### config.mk
export PLATFORM = sky130hd
export DESIGN_NAME = conv_result_i2c_port
export DESIGN_NICKNAME = d
export VERILOG_FILES = /design/src/rtl/conv_i2c_pkg.sv /design/src/rtl/line_filter.sv /design/src/rtl/bus_events.sv /design/src/rtl/conv_result_i2c_port.sv
export SDC_FILE = /design/constraint.sdc
export NUM_CORES = 1
export LEC_CHECK = 0
export BUFFER_PORTS_ARGS = -buffer_cell sky130_fd_sc_hd__buf_2
export CORE_MARGIN = 8
export CORE_UTILIZATION = 58
export CTS_CLUSTER_SIZE = 20
export DETAILED_ROUTE_END_ITERATION = 16
export GPL_TIMING_DRIVEN = 0
export MAX_ROUTING_LAYER = met4
export PLACE_DENSITY = 0.78
export SLEW_MARGIN = 40
export SYNTH_ARGS = -nofsm -noshare
export SYNTH_HDL_FRONTEND = slang
export SYNTH_SLANG_ARGS = --single-unit
### constraint.sdc
create_clock -name clk -period 2.7 [get_ports clk]
set_input_delay 0.54 -clock clk [delete_from_list [all_inputs] [get_ports clk]]
set_output_delay 0.54 -clock clk [all_outputs]
set_load 0.01 [all_outputs]
### src/rtl/conv_i2c_pkg.sv
// Package: shared types and constants for the converter result read port.
// Assumes: nothing beyond IEEE 1800-2017.
package conv_i2c_pkg;

    // Protocol phases of the read port
    typedef enum logic [2:0] {
        ST_IDLE,  // bus free or finished, waiting for START
        ST_ADDR,  // shifting in address and direction bit
        ST_AACK,  // ninth clock of the address byte
        ST_TX,    // shifting data bits out
        ST_MACK,  // ninth clock of a data byte, master answers
        ST_SKIP   // not addressed or read ended, wait for START/STOP
    } port_state_t;

    localparam logic [6:0] DEF_SLAVE_ADDR = 7'b0010100;

endpackage

### src/rtl/line_filter.sv
// Module: line_filter
// Brings one asynchronous bus line into the clk domain through a
// synchronizer chain, then accepts a new level only after it has been
// seen on FILT_LEN consecutive clocks.
// Assumes: SYNC_STAGES >= 2, FILT_LEN >= 2.
module line_filter #(
    parameter int   SYNC_STAGES = 2,
    parameter int   FILT_LEN    = 4,
    parameter logic RST_VAL     = 1'b1
) (
    input  logic clk,
    input  logic rst_n,
    input  logic din,
    output logic dout
);
    localparam int CW = $clog2(FILT_LEN + 1);

    logic [SYNC_STAGES-1:0] sync_q;
    logic [CW-1:0]          run_cnt;
    logic                   level_q;

    // Synchronizer chain, shift toward the top bit
    always_ff @(posedge clk) begin
        if (!rst_n) sync_q <= {SYNC_STAGES{RST_VAL}};
        else        sync_q <= {sync_q[SYNC_STAGES-2:0], din};
    end

    // Glitch filter: count differing samples, switch after FILT_LEN in a row
    always_ff @(posedge clk) begin
        if (!rst_n) begin
            run_cnt <= '0;
            level_q <= RST_VAL;
        end else if (sync_q[SYNC_STAGES-1] == level_q) begin
            run_cnt <= '0;
        end else if (run_cnt == CW'(FILT_LEN - 1)) begin
            run_cnt <= '0;
            level_q <= sync_q[SYNC_STAGES-1];
        end else begin
            run_cnt <= run_cnt + 1'b1;
        end
    end

    assign dout = level_q;
endmodule

### src/rtl/bus_events.sv
// Module: bus_events
// Turns filtered SCL/SDA levels into one-cycle events: SCL rise and
// fall, START (SDA falls while SCL high) and STOP (SDA rises while SCL high).
// Assumes: inputs are already synchronous and glitch filtered.
module bus_events (
    input  logic clk,
    input  logic rst_n,
    input  logic scl,
    input  logic sda,
    output logic scl_rise,
    output logic scl_fall,
    output logic start_evt,
    output logic stop_evt
);
    logic scl_q, sda_q;

    // Previous-cycle copies of both lines
    always_ff @(posedge clk) begin
        if (!rst_n) begin
            scl_q <= 1'b1;
            sda_q <= 1'b1;
        end else begin
            scl_q <= scl;
            sda_q <= sda;
        end
    end

    assign scl_rise  =  scl & ~scl_q;
    assign scl_fall  = ~scl &  scl_q;
    assign start_evt =  scl &  scl_q &  sda_q & ~sda;
    assign stop_evt  =  scl &  scl_q & ~sda_q &  sda;
endmodule

### src/rtl/conv_result_i2c_port.sv
// Module: conv_result_i2c_port
// Read-only I2C slave for a converter result. Matches a fixed address
// with the read bit, ACKs only when the core reports a finished result,
// sends DATA_W bits MSB first in bytes, and pulses conv_start whenever an
// acknowledged read ends (all bytes, master NAK, START or STOP).
// Assumes: clk is many times faster than SCL; DATA_W is a multiple of 8;
// conv_done drops within a few clocks of conv_start and result is
// stable while conv_done is high.
module conv_result_i2c_port
    import conv_i2c_pkg::*;
#(
    parameter logic [6:0] SLAVE_ADDR  = DEF_SLAVE_ADDR,
    parameter int         DATA_W      = 16,
    parameter int         SYNC_STAGES = 2,
    parameter int         FILT_LEN    = 4
) (
    input  logic              clk,
    input  logic              rst_n,
    input  logic              scl_i,
    input  logic              sda_i,
    output logic              sda_oe,
    output logic              conv_start,
    input  logic              conv_done,
    input  logic [DATA_W-1:0] result
);
    localparam int         NBYTES   = DATA_W / 8;
    localparam int         BW       = (NBYTES > 1) ? $clog2(NBYTES) : 1;
    localparam logic [7:0] READ_REQ = {SLAVE_ADDR, 1'b1};

    // ---------------- line conditioning ----------------
    logic [1:0] raw_lines, clean_lines;
    logic       scl_f, sda_f;
    assign raw_lines = {scl_i, sda_i};

    for (genvar g = 0; g < 2; g++) begin : g_line
        line_filter #(
            .SYNC_STAGES(SYNC_STAGES),
            .FILT_LEN   (FILT_LEN),
            .RST_VAL    (1'b1)
        ) u_filt (
            .clk  (clk),
            .rst_n(rst_n),
            .din  (raw_lines[g]),
            .dout (clean_lines[g])
        );
    end
    assign scl_f = clean_lines[1];
    assign sda_f = clean_lines[0];

    logic scl_rise, scl_fall, start_evt, stop_evt;

    bus_events u_evt (
        .clk      (clk),
        .rst_n    (rst_n),
        .scl      (scl_f),
        .sda      (sda_f),
        .scl_rise (scl_rise),
        .scl_fall (scl_fall),
        .start_evt(start_evt),
        .stop_evt (stop_evt)
    );

    // ---------------- protocol state ----------------
    port_state_t       st;
    logic [3:0]        bitcnt;
    logic [7:0]        addr_sr;
    logic [DATA_W-1:0] tx_sr;
    logic [BW-1:0]     byte_idx;
    logic              ack_addr;
    logic              master_nak;
    logic              reading;
    logic              sda_oe_q;
    logic              conv_start_q;
    logic              last_byte;

    assign last_byte = (byte_idx == BW'(NBYTES - 1));

    // Protocol sequencer: bus events first, then per-phase SCL edge handling
    always_ff @(posedge clk) begin
        if (!rst_n) begin
            st           <= ST_IDLE;
            bitcnt       <= '0;
            addr_sr      <= '0;
            tx_sr        <= '0;
            byte_idx     <= '0;
            ack_addr     <= 1'b0;
            master_nak   <= 1'b0;
            reading      <= 1'b0;
            sda_oe_q     <= 1'b0;
            conv_start_q <= 1'b0;
        end else begin
            conv_start_q <= 1'b0;
            if (stop_evt) begin
                st       <= ST_IDLE;
                sda_oe_q <= 1'b0;
                reading  <= 1'b0;
                if (reading) conv_start_q <= 1'b1;
            end else if (start_evt) begin
                st       <= ST_ADDR;
                bitcnt   <= '0;
                sda_oe_q <= 1'b0;
                reading  <= 1'b0;
                if (reading) conv_start_q <= 1'b1;
            end else begin
                unique case (st)
                    ST_ADDR: begin
                        if (scl_rise && bitcnt < 4'd8) begin
                            addr_sr <= {addr_sr[6:0], sda_f};
                            bitcnt  <= bitcnt + 1'b1;
                        end else if (scl_fall && bitcnt == 4'd8) begin
                            st <= ST_AACK;
                            if (addr_sr == READ_REQ && conv_done) begin
                                ack_addr <= 1'b1;
                                sda_oe_q <= 1'b1;
                                tx_sr    <= result;
                                reading  <= 1'b1;
                            end else begin
                                ack_addr <= 1'b0;
                            end
                        end
                    end
                    ST_AACK: begin
                        if (scl_fall) begin
                            if (ack_addr) begin
                                st       <= ST_TX;
                                bitcnt   <= '0;
                                byte_idx <= '0;
                                sda_oe_q <= ~tx_sr[DATA_W-1];
                            end else begin
                                st       <= ST_SKIP;
                                sda_oe_q <= 1'b0;
                            end
                        end
                    end
                    ST_TX: begin
                        if (scl_fall) begin
                            tx_sr <= tx_sr << 1;
                            if (bitcnt == 4'd7) begin
                                st       <= ST_MACK;
                                sda_oe_q <= 1'b0;
                            end else begin
                                bitcnt   <= bitcnt + 1'b1;
                                sda_oe_q <= ~tx_sr[DATA_W-2];
                            end
                        end
                    end
                    ST_MACK: begin
                        if (scl_rise) begin
                            master_nak <= sda_f;
                        end else if (scl_fall) begin
                            if (master_nak || last_byte) begin
                                st           <= ST_SKIP;
                                reading      <= 1'b0;
                                conv_start_q <= 1'b1;
                            end else begin
                                st       <= ST_TX;
                                bitcnt   <= '0;
                                byte_idx <= byte_idx + 1'b1;
                                sda_oe_q <= ~tx_sr[DATA_W-1];
                            end
                        end
                    end
                    default: ;
                endcase
            end
        end
    end

    assign sda_oe     = sda_oe_q;
    assign conv_start = conv_start_q;
endmodule

==> impl_metrics.ini, run 1 <==
[job]
maxCapViolations = 0

[synthesis]
synthTopCellsByCount = dfxtp_1 (51), nor2_1 (40), mux2i_1 (27)
avgSynthCellArea_sq_um = 9.54
async_flop_share = 0
netlist_area_sq_um = 2420
synthCells = 254
synth.distinct_cells = 45
synth_most_common_cell = dfxtp_1
synth-seq-cells = 51
synth_compound_area_frac = 0.167
synth_top_area_share = 0.421
ys_seq_area_frac = 0.421
synth_top_cell_by_area = dfxtp_1
synth_fp_nets = 281
synth-edff-count = 0
synth-simple-area-share = 0.200
synth_ff_type = dfxtp_1
synth.yosys.warnings = 0
synthMuxAreaShare = 0.112
synth_top_family_by_area = simple AND/OR/NAND/NOR gates
synthTopCellsByArea = dfxtp_1 (42%), mux2i_1 (11%), a211oi_2 (7.2%), nor2_1 (6.2%), ha_1 (3.1%)
synth_adder_area_share = 0.0310
synth_xor_area_frac = 0.0108

[clock_network]
cts_root_buffer = clkbuf_8
htreeDepth = 2
cts_buffer_depth = 2
clock_latency_ns = 0.31
post-cts-setup-buffer-count = 0
cts_tree = built
ctsResizeCount = 0
ctsHoldBuffers = 0
clk_pin_slew_ns = 0.10
cts_made_buffers = 5
numClockSinks = 51

[worst_setup_path]
endpoint_kind = register
critical_path_class = register to register
cp.required_ns = 2.93
cp.arrival_ns = 2.54
rrSetupSlack_ns = 0.39
r2r_end = tx_sr[12]$_SDFFE_PN0P_
critPathLaunchType = register
r2r_start = st[0]$_SDFFE_PP0P_
r2r_cells = 8
critPathMaxFanout = 10

[layout]
synthToLayoutAreaGrowth_pct = 11.0
final_nets = 310
fill_cells = 333
antenna_cells = 0
drive_above_1_share = 0.215

[timing]
worst_clock_skew_ns = 0.00741
holdWs_ns = 0.406
setup_viol = 0
hold_violations = 0
max_slew_margin = 0.531
finalSetupTns_ns = 0
tightest_slew_ns = 0.701
fin_crit_sh = 0.856
fmax_mhz = 433
maxSlewViolCount = 0
rsz0062_at_grt = no
period_minus_slack_ns = 2.31

[power_and_ir_drop]
swShare = 0.231
switchingPower_mw = 0.288
p_int_mw = 0.960
seq_power_share = 0.606
power_frac_clock = 0.358
power.leakage_nw = 1.11
p_per_area_nw_per_um2 = 464
finalPower_mw = 1.25
ir_worst_vdd_uv = 414
pwr-share-comb = 0.036

[floorplanning]
dieArea_sq_um = 6500
initial_utilization = 0.606
die_height_microns = 80.6
fp.dieW_microns = 80.6
placement_rows = 23
io_pins = 23
core_area_sq_um = 4000

[detailed_routing]
drc = 0
wirelength_microns = 4510
via_count = 1851
viasPerCell = 5.54
drt_pass1_iterations = 4
ant_nets = 0
wl_per_cell_microns = 13.5
first_iter_violations = 121

[placement]
port_buffers = 22
post-dp-hpwl_microns = 3320
place_congestion = 0.838

[global_routing]
grt_pass1_wl_microns = 7690
antenna_found_initial = 0
grt_usage = 0.151
grt_overflow = 0
grt_max_degree = 18
grt_pass1_vias = 1775

[worst_hold_path]
worstHoldStart = scl_i
hp-class = input pin to register
hold_depth = 2
hold_path_end = g_line[1].u_filt.sync_q[0]$_SDFF_PN1_

[run_status]
status = complete, no violations
## kinds of logic (layout without fill, tap and decap cells)
group / count (synthesis) / after routing
adder cells (fa/ha/maj): 6 / 6
AO/OA/AOI/OAI: 47 / 47
buffers and inverters: 27 / 57
XOR/XNOR: 3 / 3
AND/OR/NAND/NOR: 93 / 93
multiplexers: 27 / 27
flip-flops: 51 / 51
## power by group through the flow
stage	Clock, mW	Sequential, mW	Combinational (mW)
after CTS	0.463	0.757	0.0451
final	0.447	0.757	0.0444
after detailed placement	0	0.774	0.0450
after global placement	0	0.774	0.0438
after global routing	0.488	0.757	0.0500
after floorplan	0	0.774	0.0237
## sequential cells by signal (all words and copies together), names as in the netlist, 2 cells and up
signal / flops
tx_sr: 16
g_line.u_filt.sync_q: 4
bitcnt: 4
addr_sr: 8
g_line.u_filt.run_cnt: 6
st: 3
g_line.u_filt.dout: 2
## how the worst max path moves through the flow
stage	cells after the start	endpoint	startpoint
after floorplan	8	tx_sr[14]$_SDFFE_PN0P_	st[2]$_SDFFE_PP0P_
after global placement	8	tx_sr[0]$_SDFFE_PN0P_	st[0]$_SDFFE_PP0P_
after detailed placement	8	tx_sr[12]$_SDFFE_PN0P_	st[0]$_SDFFE_PP0P_
after CTS	9	tx_sr[12]$_SDFFE_PN0P_	g_line[1].u_filt.dout$_SDFFE_PN1P_
after global routing	9	tx_sr[11]$_SDFFE_PN0P_	g_line[1].u_filt.dout$_SDFFE_PN1P_
final	8	tx_sr[12]$_SDFFE_PN0P_	st[0]$_SDFFE_PP0P_
## stage by stage
stage	setup slack [ns]	cells	instance area, sq um	util
after floorplan	0.586	254	2420	-
after global placement	0.442	326	2600	0.649
after detailed placement	0.401	326	2600	0.649
after CTS	0.379	334	2690	0.673
after global routing	0.253	334	2690	0.673
final	0.390	334	2690	0.673
## worst max-delay path, cell delays in order, from the launching register on
cell and delay, ns:
dfxtp_1 0.32, buf_4 0.15, or3b_1 0.42, or4_4 0.54
buf_6 0.15, o22ai_4 0.21, buf_6 0.21, nor2_2 0.06
a211oi_2 0.18
## metal layers
layer	GRT usage	part of all wire	wire length (microns)
met1	0.189	0.48	2160
met2	0.227	0.47	2130
met3	0.0324	0.035	159
met4	0.0673	0.012	54
met5	-	0	0
## final cells by class
cell class	count	area, sq um	share of cell area
tap	50	62.6	0.0233
buffer	16	100	0.0372
inverter	11	41.3	0.0153
sequential	51	1020	0.380
timing repair buffer	22	110	0.0409
multi-input combinational	176	1260	0.469
clock buffer	5	68.8	0.0256
clock inverter	3	25.0	0.00930
## cell usage in the layout, fill, tap and decap left out, types with 2 or more instances in the layout
cell type and instances:
o21a_1 2, clkbuf_8 5, nand2_1 10, or3_1 3
xnor2_1 3, buf_6 4, buf_2 24, a211o_1 3
clkinv_4 2, o32ai_1 4, nand3_1 6, clkbuf_1 7
dfxtp_1 51, o21ai_0 4, nor2_1 40, o22ai_1 2
nor4b_1 2, nand2b_1 8, nor2_2 4, a211oi_2 14
inv_1 11, a21oi_1 10, ha_1 6, nor2b_1 4
buf_4 2, nand4b_1 2, nand4_1 2, mux2i_1 27
a31oi_1 3
No activity file was read; power rests on OpenSTA's default activity.
==> run 2, diff against run 1 <==
PLACE_DENSITY = 0.89   (was 0.78)
REMOVE_ABC_BUFFERS = 1   (was default)
==> run 2 against run 1 <==
  * Sequential share of layout area rose by 0.61 points
  * Setup slack got worse by 0.046 ns
  * Total power rose by 2.1%
  * Clock skew rose by 0.0012 ns
  * Sequential power barely moved
  * Critical path type unchanged
  * Worst hold slack improved by 0.024 ns
==> impl_metrics.ini, run 2 (synthesized netlist as in run 1, its figures left out) <==
[global_routing]
grt_usage = 0.154
grt.met2_usage = 0.253
grt_pass1_vias = 1748
top_usage_layer = met2
met1_usage = 0.176
grt_pass1_wl_microns = 7800
antenna_found_initial = 0
use_met3 = 0.0346
grt_overflow = 0
grt_max_degree = 32

[clock_network]
cts_buffer_depth = 2
numClockSinks = 51
cts_tree = built
ctsHoldBuffers = 0
cts_root_buffer = clkbuf_8
ctsResizeCount = 0
htreeDepth = 2
cts_made_buffers = 5
clk_pin_slew_ns = 0.09
post-cts-setup-buffer-count = 0
clock_latency_ns = 0.30

[timing]
max_slew_margin = 0.515
maxSlewViolCount = 0
hold_violations = 0
setup_ws_ns = 0.344
fin_crit_sh = 0.873
period_minus_slack_ns = 2.36
worst_clock_skew_ns = 0.00859
tightest_slew_ns = 0.725
setup_viol = 0
fmax_mhz = 424
rsz0062_at_grt = no

[job]
maxCapViolations = 0

[layout]
synthToLayoutAreaGrowth_pct = 9.24
top_regs = tx_sr: 16 flops, addr_sr: 8 flops, g_line.u_filt.run_cnt: 6 flops
final_cell_mix = dfxtp_1 (51), nor2_1 (40), mux2i_1 (27)
fill_cells = 289
stdcell_area_sq_um = 2650
regMostFlops = tx_sr
final_nets = 297
final_common_cell = dfxtp_1
antenna_cells = 0
largest_register_ffs = 16
drive_above_1_share = 0.214

[detailed_routing]
ant_nets = 0
drc = 0
viasPerCell = 5.88
via_count = 1889
wl_per_cell_microns = 15.2
first_iter_violations = 208
drt_pass1_iterations = 4
wirelength_microns = 4880

[floorplanning]
io_pins = 23
fp.dieW_microns = 80.6
initial_utilization = 0.606
core_area_sq_um = 4000
dieArea_sq_um = 6500
placement_rows = 23
die_height_microns = 80.6

[worst_setup_path]
cp.arrival_ns = 2.57
cp.required_ns = 2.92
r2r_start = st[0]$_SDFFE_PP0P_
critPathLaunchType = register
rrSetupSlack_ns = 0.34
critical_path_class = register to register
critPathMaxFanout = 16
r2r_cells = 6
endpoint_kind = register
r2r_end = tx_sr[1]$_SDFFE_PN0P_

[power_and_ir_drop]
p_per_area_nw_per_um2 = 481
power.leakage_nw = 1.09
ir_worst_vdd_uv = 399

[worst_hold_path]
hp-class = register to register
hold_path_end = g_line[0].u_filt.run_cnt[0]$_SDFF_PP0_
hold_depth = 1
worstHoldStart = g_line[0].u_filt.run_cnt[0]$_SDFF_PP0_

[placement]
post-dp-hpwl_microns = 3350
port_buffers = 22
place_congestion = 0.827
place_ws_ns = 0.0794
placed_cell_area_sq_um = 2520

[run_status]
status = complete, no violations
-- run 2: worst max path at each step --
stage               cells past startpoint                endpoint          startpoint
floorplan                               4  tx_sr[10]$_SDFFE_PN0P_  st[1]$_SDFFE_PP0P_
global placement                        4   tx_sr[6]$_SDFFE_PN0P_  st[1]$_SDFFE_PP0P_
detailed placement                      6  tx_sr[15]$_SDFFE_PN0P_  st[0]$_SDFFE_PP0P_
CTS                                     6   tx_sr[1]$_SDFFE_PN0P_  st[0]$_SDFFE_PP0P_
global route                            6   tx_sr[1]$_SDFFE_PN0P_  st[0]$_SDFFE_PP0P_
finish                                  6   tx_sr[1]$_SDFFE_PN0P_  st[0]$_SDFFE_PP0P_
-- run 2: power by group --
part	switching, mW	internal [mW]
Sequential	0.00183	0.755
Clock	0.241	0.233
Combinational	0.0249	0.0179
Total	0.268	1.01
-- run 2: through the flow --
step	instances	utilization	setup TNS [ns]	hold WS (ns)	total power, mW
after floorplan	238	-	0	0.386	0.795
after global placement	310	0.624	-3.71	0.391	0.815
after detailed placement	311	0.629	0	0.415	0.818
after CTS	319	0.655	0	0.433	1.28
after global routing	321	0.662	0	0.444	1.31
final	321	0.662	0	0.430	1.27
-- run 2: area by class of cell --
cell class,instances,area [sq um],area share
well taps,50,62.6,0.0236
multi-input cells,176,1270,0.478
repair buffers,25,153,0.0577
clock buffers,7,96.3,0.0364
inverters,11,41.3,0.0156
clock inverters,1,7.51,0.00284
flip-flops and latches,51,1020,0.386
-- run 2: per-layer routing --
metal | wire length (microns) | share of wire
met4 | 85 | 0.017
met5 | 0 | 0
met2 | 2630 | 0.54
met1 | 2070 | 0.42
met3 | 92 | 0.019
-- run 2: critical path, cell delays in order, from the launching register on --
cell      delay (ns)
dfxtp_1         0.51
or3b_1          0.43
or4_4           0.60
o22ai_4         0.24
buf_8           0.22
nor2_1          0.06
a211oi_1        0.20
==> run 3, diff against run 2 <==
CELL_PAD_IN_SITES_DETAIL_PLACEMENT = 1   (was default)
CELL_PAD_IN_SITES_GLOBAL_PLACEMENT = 2   (was default)
CORE_MARGIN = default   (was 8)
CORE_UTILIZATION = 37   (was 58)
==> run 3 against run 2 <==
  * Fmax grew 1.7%
  * Sequential cell count stayed put
  * Global-route usage down 0.23 points
  * Clock power shrank 11%
  * Cell area increased by 0.90%
  * Final cell count up 8.1%
  * Critical path type unchanged
  * Critical endpoint unchanged
==> impl_metrics.ini, run 3 (synthesized netlist as in run 1, its figures left out) <==
[timing]
fmax_mhz = 431
worst_clock_skew_ns = 0.00657
holdWs_ns = 0.414
fin_crit_sh = 0.858
rsz0062_at_grt = no
setup_viol = 0
maxSlewViolCount = 0
tightest_slew_ns = 0.667
period_minus_slack_ns = 2.32
max_slew_margin = 0.555
hold_violations = 0

[detailed_routing]
viasPerCell = 5.16
wirelength_microns = 4740
drc = 0
ant_nets = 0
first_iter_violations = 64
drt_pass1_iterations = 4
via_count = 1791
wl_per_cell_microns = 13.7

[worst_setup_path]
r2r_start = st[0]$_SDFFE_PP0P_
r2r_end = tx_sr[1]$_SDFFE_PN0P_
endpoint_kind = register
cp.arrival_ns = 2.54
crit_path_start = st[0]$_SDFFE_PP0P_
cp_cell_sequence = or3b_1 > or4_4 > o22ai_4 > buf_16 > nor2_1 > a211oi_1
max_stage_delay_ns = 0.60
cp-endpoint = tx_sr[1]$_SDFFE_PN0P_
critPathTopFamily = simple AND/OR/NAND/NOR gates
slowest_stage = or4_4
cp.required_ns = 2.92
critical_path_class = register to register
critPathLaunchType = register
r2r_cells = 6
rrSetupSlack_ns = 0.38
crit_cells = 6
crit_buf_inv = 1
critPathMaxFanout = 16

[power_and_ir_drop]
finalPower_mw = 1.22
ir_worst_vdd_uv = 334
p_per_area_nw_per_um2 = 457
power.leakage_nw = 1.08

[clock_network]
numClockSinks = 51
cts_made_buffers = 5
cts_root_buffer = clkbuf_8
clk_pin_slew_ns = 0.09
ctsHoldBuffers = 0
clock_latency_ns = 0.30
htreeDepth = 2
cts_tree = built
cts_buffer_depth = 2

[layout]
fill_cells = 723
antenna_cells = 0
stdcell_area_sq_um = 2670
drive_above_1_share = 0.207
final_nets = 296
final_cell_mix = dfxtp_1 (51), nor2_1 (40), mux2i_1 (27)
final_common_cell = dfxtp_1
regMostFlops = tx_sr
top_regs = tx_sr: 16 flops, addr_sr: 8 flops, g_line.u_filt.run_cnt: 6 flops
largest_register_ffs = 16
synthToLayoutAreaGrowth_pct = 10.2

[run_status]
status = complete, no violations

[floorplanning]
dieArea_sq_um = 6880
placement_rows = 29
core_area_sq_um = 6350
initial_utilization = 0.382
fp.dieW_microns = 82.9
io_pins = 23
die_height_microns = 82.9

[placement]
port_buffers = 22
place_congestion = 0.738
post-dp-hpwl_microns = 3430
placed_cell_area_sq_um = 2560

[global_routing]
grt_pass1_vias = 1827
grt_pass1_wl_microns = 8330
antenna_found_initial = 0
grt_max_degree = 32
grt_usage = 0.152
grt_overflow = 0

[worst_hold_path]
hp-class = register to register

[job]
maxCapViolations = 0
[run 3: worst reg2reg max path: stages, from the launching register on]
cell      delay [ns]
dfxtp_1         0.51
or3b_1          0.43
or4_4           0.60
o22ai_4         0.27
buf_16          0.20
nor2_1          0.06
a211oi_1        0.19
[run 3: layout make-up]
cell class                 count  area (sq um)  share of cell area
clock buffer                   7          76.3              0.0286
clock inverter                 1          5.00             0.00187
inverter                      11          41.3              0.0155
multi-input combinational    176          1270               0.477
sequential                    51          1020               0.382
tap                           77          96.3              0.0361
timing repair buffer          24           158              0.0590
[run 3: how the worst min path moves through the flow]
| stage | startpoint | end | depth (start not counted) |
|---|---|---|---|
| floorplan | g_line[0].u_filt.sync_q[0]$_SDFF_PN1_ | g_line[0].u_filt.sync_q[1]$_SDFF_PN1_ | 1 |
| global placement | g_line[1].u_filt.sync_q[0]$_SDFF_PN1_ | g_line[1].u_filt.sync_q[1]$_SDFF_PN1_ | 1 |
| detailed placement | g_line[0].u_filt.sync_q[0]$_SDFF_PN1_ | g_line[0].u_filt.sync_q[1]$_SDFF_PN1_ | 1 |
| CTS | sda_i | g_line[0].u_filt.sync_q[0]$_SDFF_PN1_ | 2 |
| global route | sda_i | g_line[0].u_filt.sync_q[0]$_SDFF_PN1_ | 2 |
| finish | g_line[1].u_filt.sync_q[0]$_SDFF_PN1_ | g_line[1].u_filt.sync_q[1]$_SDFF_PN1_ | 1 |
[run 3: power breakdown]
group	internal, mW	switching (mW)
sequential	0.755	0.00152
clock	0.182	0.239
combinational	0.0179	0.0249
total	0.955	0.265
[run 3: stage by stage]
stage               utilization  setup TNS [ns]  setup WS (ns)  cells
global route              0.421               0          0.208    347
floorplan                     -               0          0.213    238
global placement          0.398           -5.59         -0.373    337
detailed placement        0.404               0         0.0897    338
CTS                       0.416               0         0.0719    346
finish                    0.421               0          0.382    347
[run 3: what timing repair did]
| item | in CTS | in global routing |
|---|---|---|
| setup buffers | 0 | 1 |
| resized for setup | 0 | 0 |
| setup endpoints to repair | 0 | 8 |
[run 3: per-layer routing]
| layer | vias to the layer above | wire length (microns) | GRT usage |
|---|---|---|---|
| met5 | - | 0 | - |
| met4 | 0 | 84 | 0.0596 |
| met3 | 11 | 86 | 0.0278 |
| met2 | 14 | 2290 | 0.244 |
| met1 | 845 | 2280 | 0.189 |
| li1 | 921 | - | - |
